## config.mk

```make
export PLATFORM = sky130hd
export DESIGN_NAME = trace_tstamp_top
export DESIGN_NICKNAME = d
export VERILOG_FILES = /design/src/rtl/tsc_pkg.sv /design/src/rtl/tsc_gate.sv /design/src/rtl/tsc_slice.sv /design/src/rtl/trace_tstamp_top.sv
export SDC_FILE = /design/constraint.sdc
export NUM_CORES = 1
export LEC_CHECK = 0
export ABC_AREA = 1
export BUFFER_PORTS_ARGS = -buffer_cell sky130_fd_sc_hd__buf_4
export CAP_MARGIN = 15
export CORE_MARGIN = 2
export CORE_UTILIZATION = 50
export CTS_CLUSTER_DIAMETER = 100
export CTS_CLUSTER_SIZE = 30
export DETAILED_ROUTE_END_ITERATION = 10
export PLACE_DENSITY = 0.81
export SLEW_MARGIN = 10
export SYNTH_ARGS = -nofsm -noshare
export SYNTH_HDL_FRONTEND = slang
export SYNTH_SLANG_ARGS = --single-unit
```

## constraint.sdc

```tcl
create_clock -name clk_i -period 1.68 [get_ports clk_i]
set_clock_uncertainty 0.15 [all_clocks]
set_input_delay 0.168 -clock clk_i [delete_from_list [all_inputs] [get_ports clk_i]]
set_output_delay 0.168 -clock clk_i [all_outputs]
set_load 0.02 [all_outputs]
```

## src/rtl/tsc_pkg.sv

```systemverilog
package tsc_pkg;

    // Registered state of the gating stage.
    typedef struct packed {
        logic frz;
    } tsc_gate_state_t;

    // Registered state of the top level.
    typedef struct packed {
        logic wrap;
    } tsc_top_state_t;

endpackage

```

## src/rtl/tsc_gate.sv

```systemverilog
module tsc_gate
    import tsc_pkg::*;
(
    input  logic clk_i,
    input  logic rst_i,
    input  logic trace_en_i,
    input  logic core_halted_i,
    input  logic freeze_req_i,
    output logic advance_o,
    output logic freeze_cfg_o
);

    tsc_gate_state_t st_d, st_q;

    // Capture the configuration level every cycle; reset forces it to 0.
    always_comb begin
        st_d     = st_q;
        st_d.frz = freeze_req_i;
        if (rst_i) begin
            st_d.frz = 1'b0;
        end
    end

    always_ff @(posedge clk_i) begin
        st_q <= st_d;
    end

    assign freeze_cfg_o = st_q.frz;

    // The count advances when trace is on, unless a freeze is armed and the core is halted.
    assign advance_o = trace_en_i & ~(st_q.frz & core_halted_i);

    // the captured setting follows the request with one edge of delay.
    a_r7_cfg_capture: assert property (@(posedge clk_i) disable iff (rst_i)
        $rose(freeze_req_i) |=> freeze_cfg_o);

endmodule

```

## src/rtl/tsc_slice.sv

```systemverilog
module tsc_slice #(
    parameter int SW = 16
) (
    input  logic          clk_i,
    input  logic          rst_i,
    input  logic          inc_i,
    output logic [SW-1:0] cnt_o,
    output logic          carry_o
);

    typedef struct packed {
        logic [SW-1:0] cnt;
    } slice_state_t;

    slice_state_t st_d, st_q;

    always_comb begin
        st_d = st_q;
        if (inc_i) begin
            st_d.cnt = st_q.cnt + SW'(1);
        end
        if (rst_i) begin
            st_d.cnt = '0;
        end
    end

    always_ff @(posedge clk_i) begin
        st_q <= st_d;
    end

    assign cnt_o   = st_q.cnt;
    assign carry_o = inc_i & (&st_q.cnt);

    // each slice steps by one when its carry-in is high and holds otherwise.
    a_r9_slice_step: assert property (@(posedge clk_i) disable iff (rst_i)
        inc_i |=> cnt_o == $past(cnt_o) + SW'(1));
    a_r9_slice_hold: assert property (@(posedge clk_i) disable iff (rst_i)
        !inc_i |=> $stable(cnt_o));

endmodule

```

## src/rtl/trace_tstamp_top.sv

```systemverilog
module trace_tstamp_top
    import tsc_pkg::*;
#(
    parameter int CNT_W   = 48,
    parameter int SLICE_W = 16
) (
    input  logic             clk_i,
    input  logic             rst_i,
    input  logic             trace_en_i,
    input  logic             core_halted_i,
    input  logic             freeze_req_i,
    output logic [CNT_W-1:0] ts_o,
    output logic             wrap_o
);

    localparam int N_SLICES = (CNT_W + SLICE_W - 1) / SLICE_W;

    logic                advance;
    logic                freeze_cfg;
    logic [N_SLICES:0]   carry;
    tsc_top_state_t      st_d, st_q;

    tsc_gate u_gate (
        .clk_i         (clk_i),
        .rst_i         (rst_i),
        .trace_en_i    (trace_en_i),
        .core_halted_i (core_halted_i),
        .freeze_req_i  (freeze_req_i),
        .advance_o     (advance),
        .freeze_cfg_o  (freeze_cfg)
    );

    assign carry[0] = advance;

    // Ripple carry through equal slices; the last slice takes what is left over.
    for (genvar i = 0; i < N_SLICES; i++) begin : g_slice
        localparam int LO     = i * SLICE_W;
        localparam int THIS_W = (CNT_W - LO < SLICE_W) ? (CNT_W - LO) : SLICE_W;

        logic [THIS_W-1:0] part;

        tsc_slice #(.SW(THIS_W)) u_slice (
            .clk_i   (clk_i),
            .rst_i   (rst_i),
            .inc_i   (carry[i]),
            .cnt_o   (part),
            .carry_o (carry[i+1])
        );

        assign ts_o[LO +: THIS_W] = part;
    end

    // A carry out of the top slice means the full count rolls over to zero at this edge.
    always_comb begin
        st_d      = st_q;
        st_d.wrap = carry[N_SLICES];
        if (rst_i) begin
            st_d.wrap = 1'b0;
        end
    end

    always_ff @(posedge clk_i) begin
        st_q <= st_d;
    end

    assign wrap_o = st_q.wrap;

    // reset clears the count, the pulse and the captured setting.
    a_r1_reset: assert property (@(posedge clk_i)
        rst_i |=> (ts_o == '0) && !wrap_o && !freeze_cfg);

    // a full-width step of one when the gate allows it.
    a_r2_step: assert property (@(posedge clk_i) disable iff (rst_i)
        (trace_en_i && !(freeze_cfg && core_halted_i)) |=> ts_o == $past(ts_o) + CNT_W'(1));

    // no movement with trace off.
    a_r3_idle: assert property (@(posedge clk_i) disable iff (rst_i)
        !trace_en_i |=> $stable(ts_o));

    // hold while frozen in halt.
    a_r5_hold: assert property (@(posedge clk_i) disable iff (rst_i)
        (freeze_cfg && core_halted_i) |=> $stable(ts_o));

    // the pulse comes with a zero count and lasts one cycle.
    a_r8_wrap_zero: assert property (@(posedge clk_i) disable iff (rst_i)
        wrap_o |-> ts_o == '0);
    a_r8_wrap_single: assert property (@(posedge clk_i) disable iff (rst_i)
        wrap_o |=> !wrap_o);

endmodule

```

After elaboration in Yosys (flattened, before gate mapping) --
Cells that the tools add are included.
Word-level totals: register bits 50, input bits 5, logic and storage cells 17
Operators by class: add/subtract/negate cells 3, bitwise gates (word level) 6, reduce and logical (&&, ||, !) cells 3
Operators with widths (count):
- 16-bit by 1-bit adder with 16-bit output, second input constant | 3
- 16-bit AND reduction | 3
- 1-bit bitwise AND | 5
- 1-bit NOT | 1

Logic depth before layout (Yosys ltp) --
depth after elaboration 6, depth in mapped cells 10, mapped depth without buffers 10

Hierarchy --
A second synthesis with hierarchy kept.
Unflattened totals: cell total of the unflattened synthesis 395, area total of the unflattened synthesis 2660.1 µm²
Modules (own cells, without submodules):
- tsc_slice | instances 3, cells an instance 129, area each 863.3 µm², seq. area each 320.3 µm²
- tsc_gate | instances 1, cells an instance 5, area each 40.0 µm², seq. area each 20.0 µm²
- trace_tstamp_top | instances 1, cells an instance 3, area each 30.0 µm², seq. area each 20.0 µm²

Worst setup path before layout --
OpenSTA, ideal clock, no wires.
path kind reg-to-reg, start register g_slice[1].u_slice.st_q, in the netlist g_slice[1].u_slice.cnt_o[1], end register g_slice[2].u_slice.st_q, in the netlist g_slice[2].u_slice.cnt_o[1], library setup time 0.113 ns, arrival time 1.579 ns, slack -0.163 ns, stages on the path, launching flop included 10, path buffers 1, period minus slack after synthesis 1.843 ns, cells stage by stage dfxtp_1 > ha_1 > nand2_2 > nor2_4 > nand3_4 > nor2_8 > nand2_4 > buf_6 > o21ai_1 > nor2_1
On the way: longest elaborated chain between the ends 2
Ends and longest elaborated chain:
- start, declared | line tsc_slice.sv:15 | slice_state_t st_d, st_q;
- start signal, assigned | line tsc_slice.sv:28 | st_q <= st_d;
- 16-bit AND reduction | line tsc_slice.sv:32 | assign carry_o = inc_i & (&st_q.cnt);
- 1-bit bitwise AND | line tsc_slice.sv:32
- end signal, assigned | line tsc_slice.sv:28
- end, declared | line tsc_slice.sv:15
Every way passes these cells. A chain may end at the register's enable or synchronous reset.

Worst setup path after layout --
start register g_slice[1].u_slice.st_q, in the netlist g_slice[1].u_slice.cnt_o[1], end register g_slice[2].u_slice.st_q, in the netlist g_slice[2].u_slice.cnt_o[9]
The elaborated chain is that of the path after synthesis.

==> summary by stage <==
Floorplan
For this configuration, the core starts out at a cell density of 0.5125. The region available for standard cell placement spans 5439 um2. The chip width is 78.67 um. The overall die area is 6189 um2. The die extent in y is about 79 um. The number of placed I/O pins is 54. The initialized floorplan defines 27 standard-cell rows.

Worst setup path
The critical path arrival is 1.80 ns. STA classifies the critical path startpoint as a flip-flop. The type of the setup path with the least slack is reg -> reg. The setup check on the worst reg-to-reg path leaves a slack of -0.03 ns.

The required time of the critical path is 1.77 ns. The kind of capture point of the worst setup path is a flip-flop. The maximum fanout along the worst path is 6.

Detailed routing
Detailed routing inserted a total of a little over 3,000 vias. The number of violations reported at the end of detailed-routing iteration 0 is 274. The overall routed net length is 7.560 mm. After detailed routing, the number of remaining DRC violations is 0. Using the TritonRoute via totals, the vias-per-cell ratio works out to 5.117. The post-detailed-route wirelength per cell is 12.62 um. The remaining number of nets flagged by the antenna check after routing is 0. The first detailed-routing pass took 6 iterations.

Clock tree
Counting every sink on the clock net gives 50. The CTS root buffer is sky130_fd_sc_hd__clkbuf_8. The TritonCTS clock tree is yes.

Clock tree synthesis inserted a total of 5 buffers. CTS built an H-tree with a depth of 2. At the later pin of the worst-skew pair, clock insertion delay measures between 0.3 and 0.4 ns.

The clock passes through at most 2 buffers. The clock-pin slew of the registers on the worst-case setup and hold paths is about 0.1 ns.

STA
Setup repair after global routing could not meet its margin everywhere. The peak clock frequency supported by timing is 585.3 MHz. Summed over all failing endpoints, the final setup total negative slack is -0.05663 ns. The max-slew violation count is 0. The relative slew slack is 0.8064. At the pin with the least slew margin, the transition time is 0.2882 ns. The fraction of the cycle the final worst path needs is 1.017. Setup violations remaining at the end of the flow were counted as 3. Across all setup checks in the final design, the least slack found is -0.02840 ns. The tightest hold path in the finished design has a slack of -0.002577 ns. The smallest clock period supported by the final layout is computed as between 1.5 and 2 ns. The number of hold-slack violations in the final timing report is 1.

Cells and area
The diode insertion count for antenna repair is 0. Counting the fill cells in the layout gives 437. The signed area change from the synthesized netlist to the final layout is 39.54%. The fraction of layout cells with a size suffix above 1 is 0.3017. Registers take 1022 um2. In the layout the commonest cells are 102 x sky130_fd_sc_hd__nand2_1, 91 x sky130_fd_sc_hd__buf_4, 77 x sky130_fd_sc_hd__nor2_1. The net count of the finished layout is 534.

The most frequent standard cell in the layout excluding fill and tap cells is sky130_fd_sc_hd__nand2_1. The count of placed standard cells in the final layout, fillers left out is around 600. The footprint of the multi-input gates is 1695 um2.

Place
After legalization and detailed placement, the total HPWL measured 5.233 mm. The pre-CTS setup slack is -0.05802 ns. The placer's final routability congestion estimate is 0.8481. The count of input and output buffers is 53. The total instance count after detailed placement is 580.

Pwr
Of the total power, the share spent switching nets is 0.2329. The combinational cell fraction of total power is 0.047. Dividing total power by cell area gives a power density of 540.6 nW/um2. IR analysis of the VDD net gives a maximum drop of around 330 uV.

The internal power component is 0.001613 W. The power share of the clock group is 0.386. The net switching power of the design is 0.0004897 W. The share of total power dissipated in sequential elements is 0.567. In this run the static leakage power is around 1.7 nW.

Logic synthesis
For this run, the register share of the synthesized area comes to 0.3591. A synthesized cell averages 6.513 um2. In the post-synthesis netlist, the biggest area contributors are sky130_fd_sc_hd__dfxtp_1 36%, sky130_fd_sc_hd__nand2_1 14%, sky130_fd_sc_hd__nor2_1 11%. Counting every net in the synthesized netlist gives roughly 440.

The number of distinct library cells after synthesis is 29. The leading area contributor after synthesis is sky130_fd_sc_hd__dfxtp_1. The synthesized flop and latch total is 50. Counting every instance in the synthesized netlist gives 428. The top-area cell type share of the netlist area is 0.3591. The number of warning messages in the yosys log is 0. After synthesis the cells add up to 2788 um2.

Run
The reported max-cap violation count is 0.

Global routing
The number of antenna violations at the first check in global routing is 0. Entering global routing, the biggest net connects 26 pins. The via count of the first global-routing pass is 2,769. The overall track demand over capacity in global routing is 0.2376. The final global-route overflow total is 0. The first global-routing pass estimated between 10 and 15 mm of wire.

Min path
The worst hold path belongs to the class in -> reg.

Outcome
The checks that failed: hold timing, setup timing. The run finished, with violations left.
area by class of cell:
| class | instances | area share |
|---|---|---|
| clock inverters | 2 | 0.003860 |
| well taps | 72 | 0.02316 |
| repair buffers | 98 | 0.2010 |
| flip-flops and latches | 50 | 0.2628 |
| multi-input cells | 320 | 0.4358 |
| clock buffers | 6 | 0.02412 |
| inverters | 51 | 0.04921 |
path summary, 6_finish.rpt:
| check | startpoint | to | cells past startpoint |
|---|---|---|---|
| worst max-delay path | g_slice[1].u_slice.cnt_o[1]$_SDFFE_PP0P_ | g_slice[2].u_slice.cnt_o[9]$_SDFFE_PP0P_ | 10 |
| worst max register to register | g_slice[1].u_slice.cnt_o[1]$_SDFFE_PP0P_ | g_slice[2].u_slice.cnt_o[9]$_SDFFE_PP0P_ | 10 |
| worst min register to register | g_slice[1].u_slice.cnt_o[0]$_SDFFE_PP0P_ | g_slice[1].u_slice.cnt_o[0]$_SDFFE_PP0P_ | 2 |
| worst min-delay path | rst_i | g_slice[1].u_slice.cnt_o[6]$_SDFFE_PP0P_ | 2 |
Yosys cell counts (all sizes together):
master,n
or2,1
nor3b,2
clkbuf,2
nand2,117
nand3,35
o21ai,19
buf,7
clkinv,1
dfxtp,50
inv,50
a21oi,21
nor3,3
ha,3
o21bai,1
nand4,5
nor2,93
xor2,14
nand3b,4
timing repair:
| action | in CTS | in global routing |
|---|---|---|
| hold buffers | 1 | 0 |
| hold endpoints to repair | 1 | 0 |
| pin swaps | 2 | 17 |
| setup endpoints to repair | 23 | 36 |
| buffers inserted | 0 | 7 |
| gates cloned | 0 | 3 |
| gates resized for setup | 4 | 38 |
critical path: stages (launching register included):
cell	delay, ns
sky130_fd_sc_hd__dfxtp_4	0.39
sky130_fd_sc_hd__ha_4	0.16
sky130_fd_sc_hd__nand2_4	0.05
sky130_fd_sc_hd__nor2_4	0.14
sky130_fd_sc_hd__nand3_4	0.12
sky130_fd_sc_hd__nor2_8	0.19
sky130_fd_sc_hd__buf_12	0.14
sky130_fd_sc_hd__nand2_8	0.06
sky130_fd_sc_hd__nand2_2	0.05
sky130_fd_sc_hd__nand2_1	0.05
sky130_fd_sc_hd__nor2_1	0.13
stage by stage:
stage                     hold slack, ns  power [W]  utilization  area, um2
after detailed placement          0.2280   0.001312       0.6464       3516
after CTS                       0.006867   0.002092       0.6717       3654
after global placement            0.2226   0.001309       0.6464       3516
final                          -0.002577   0.002103       0.7152       3890
after global routing            0.004512   0.002158       0.7152       3890
after floorplan                  0.08707   0.001266            -       2818
power by group through the flow:
stage	Sequential [W]	Clock, W	Combinational [W]
6_report	0.00119	0.000812	0.0000994
5_1_grt	0.00119	0.000857	0.000109
4_1_cts	0.00119	0.000805	0.0000959
3_5_place_dp	0.00122	0	0.0000937
3_3_place_gp	0.00122	0	0.0000911
2_1_floorplan	0.00123	0	0.0000401
logic make-up (layout without fill, tap and decap cells):
group | count (synthesis) | count (layout) | share of synthesized area
AND/OR/NAND/NOR | 260 | 262 | 0.4188
buffers and inverters | 60 | 157 | 0.09021
flip-flops | 50 | 50 | 0.3591
AO/OA/AOI/OAI | 41 | 41 | 0.07451
XOR/XNOR | 14 | 14 | 0.04399
adder cells (fa/ha/maj) | 3 | 3 | 0.01347
sequential cells by signal, indices dropped and copies added (netlist names):
register / flops
g_slice.u_slice.cnt_o: 48
u_gate.freeze_cfg_o: 1
wrap_o: 1
layer usage:
| metal | wire, um | GRT usage |
|---|---|---|
| met4 | 153 | 0.07719 |
| met3 | 435 | 0.03793 |
| met1 | 3133 | 0.2902 |
| met5 | 0 | 0 |
| met2 | 3837 | 0.4239 |
Note: power is estimated with default switching activity, not from simulation.
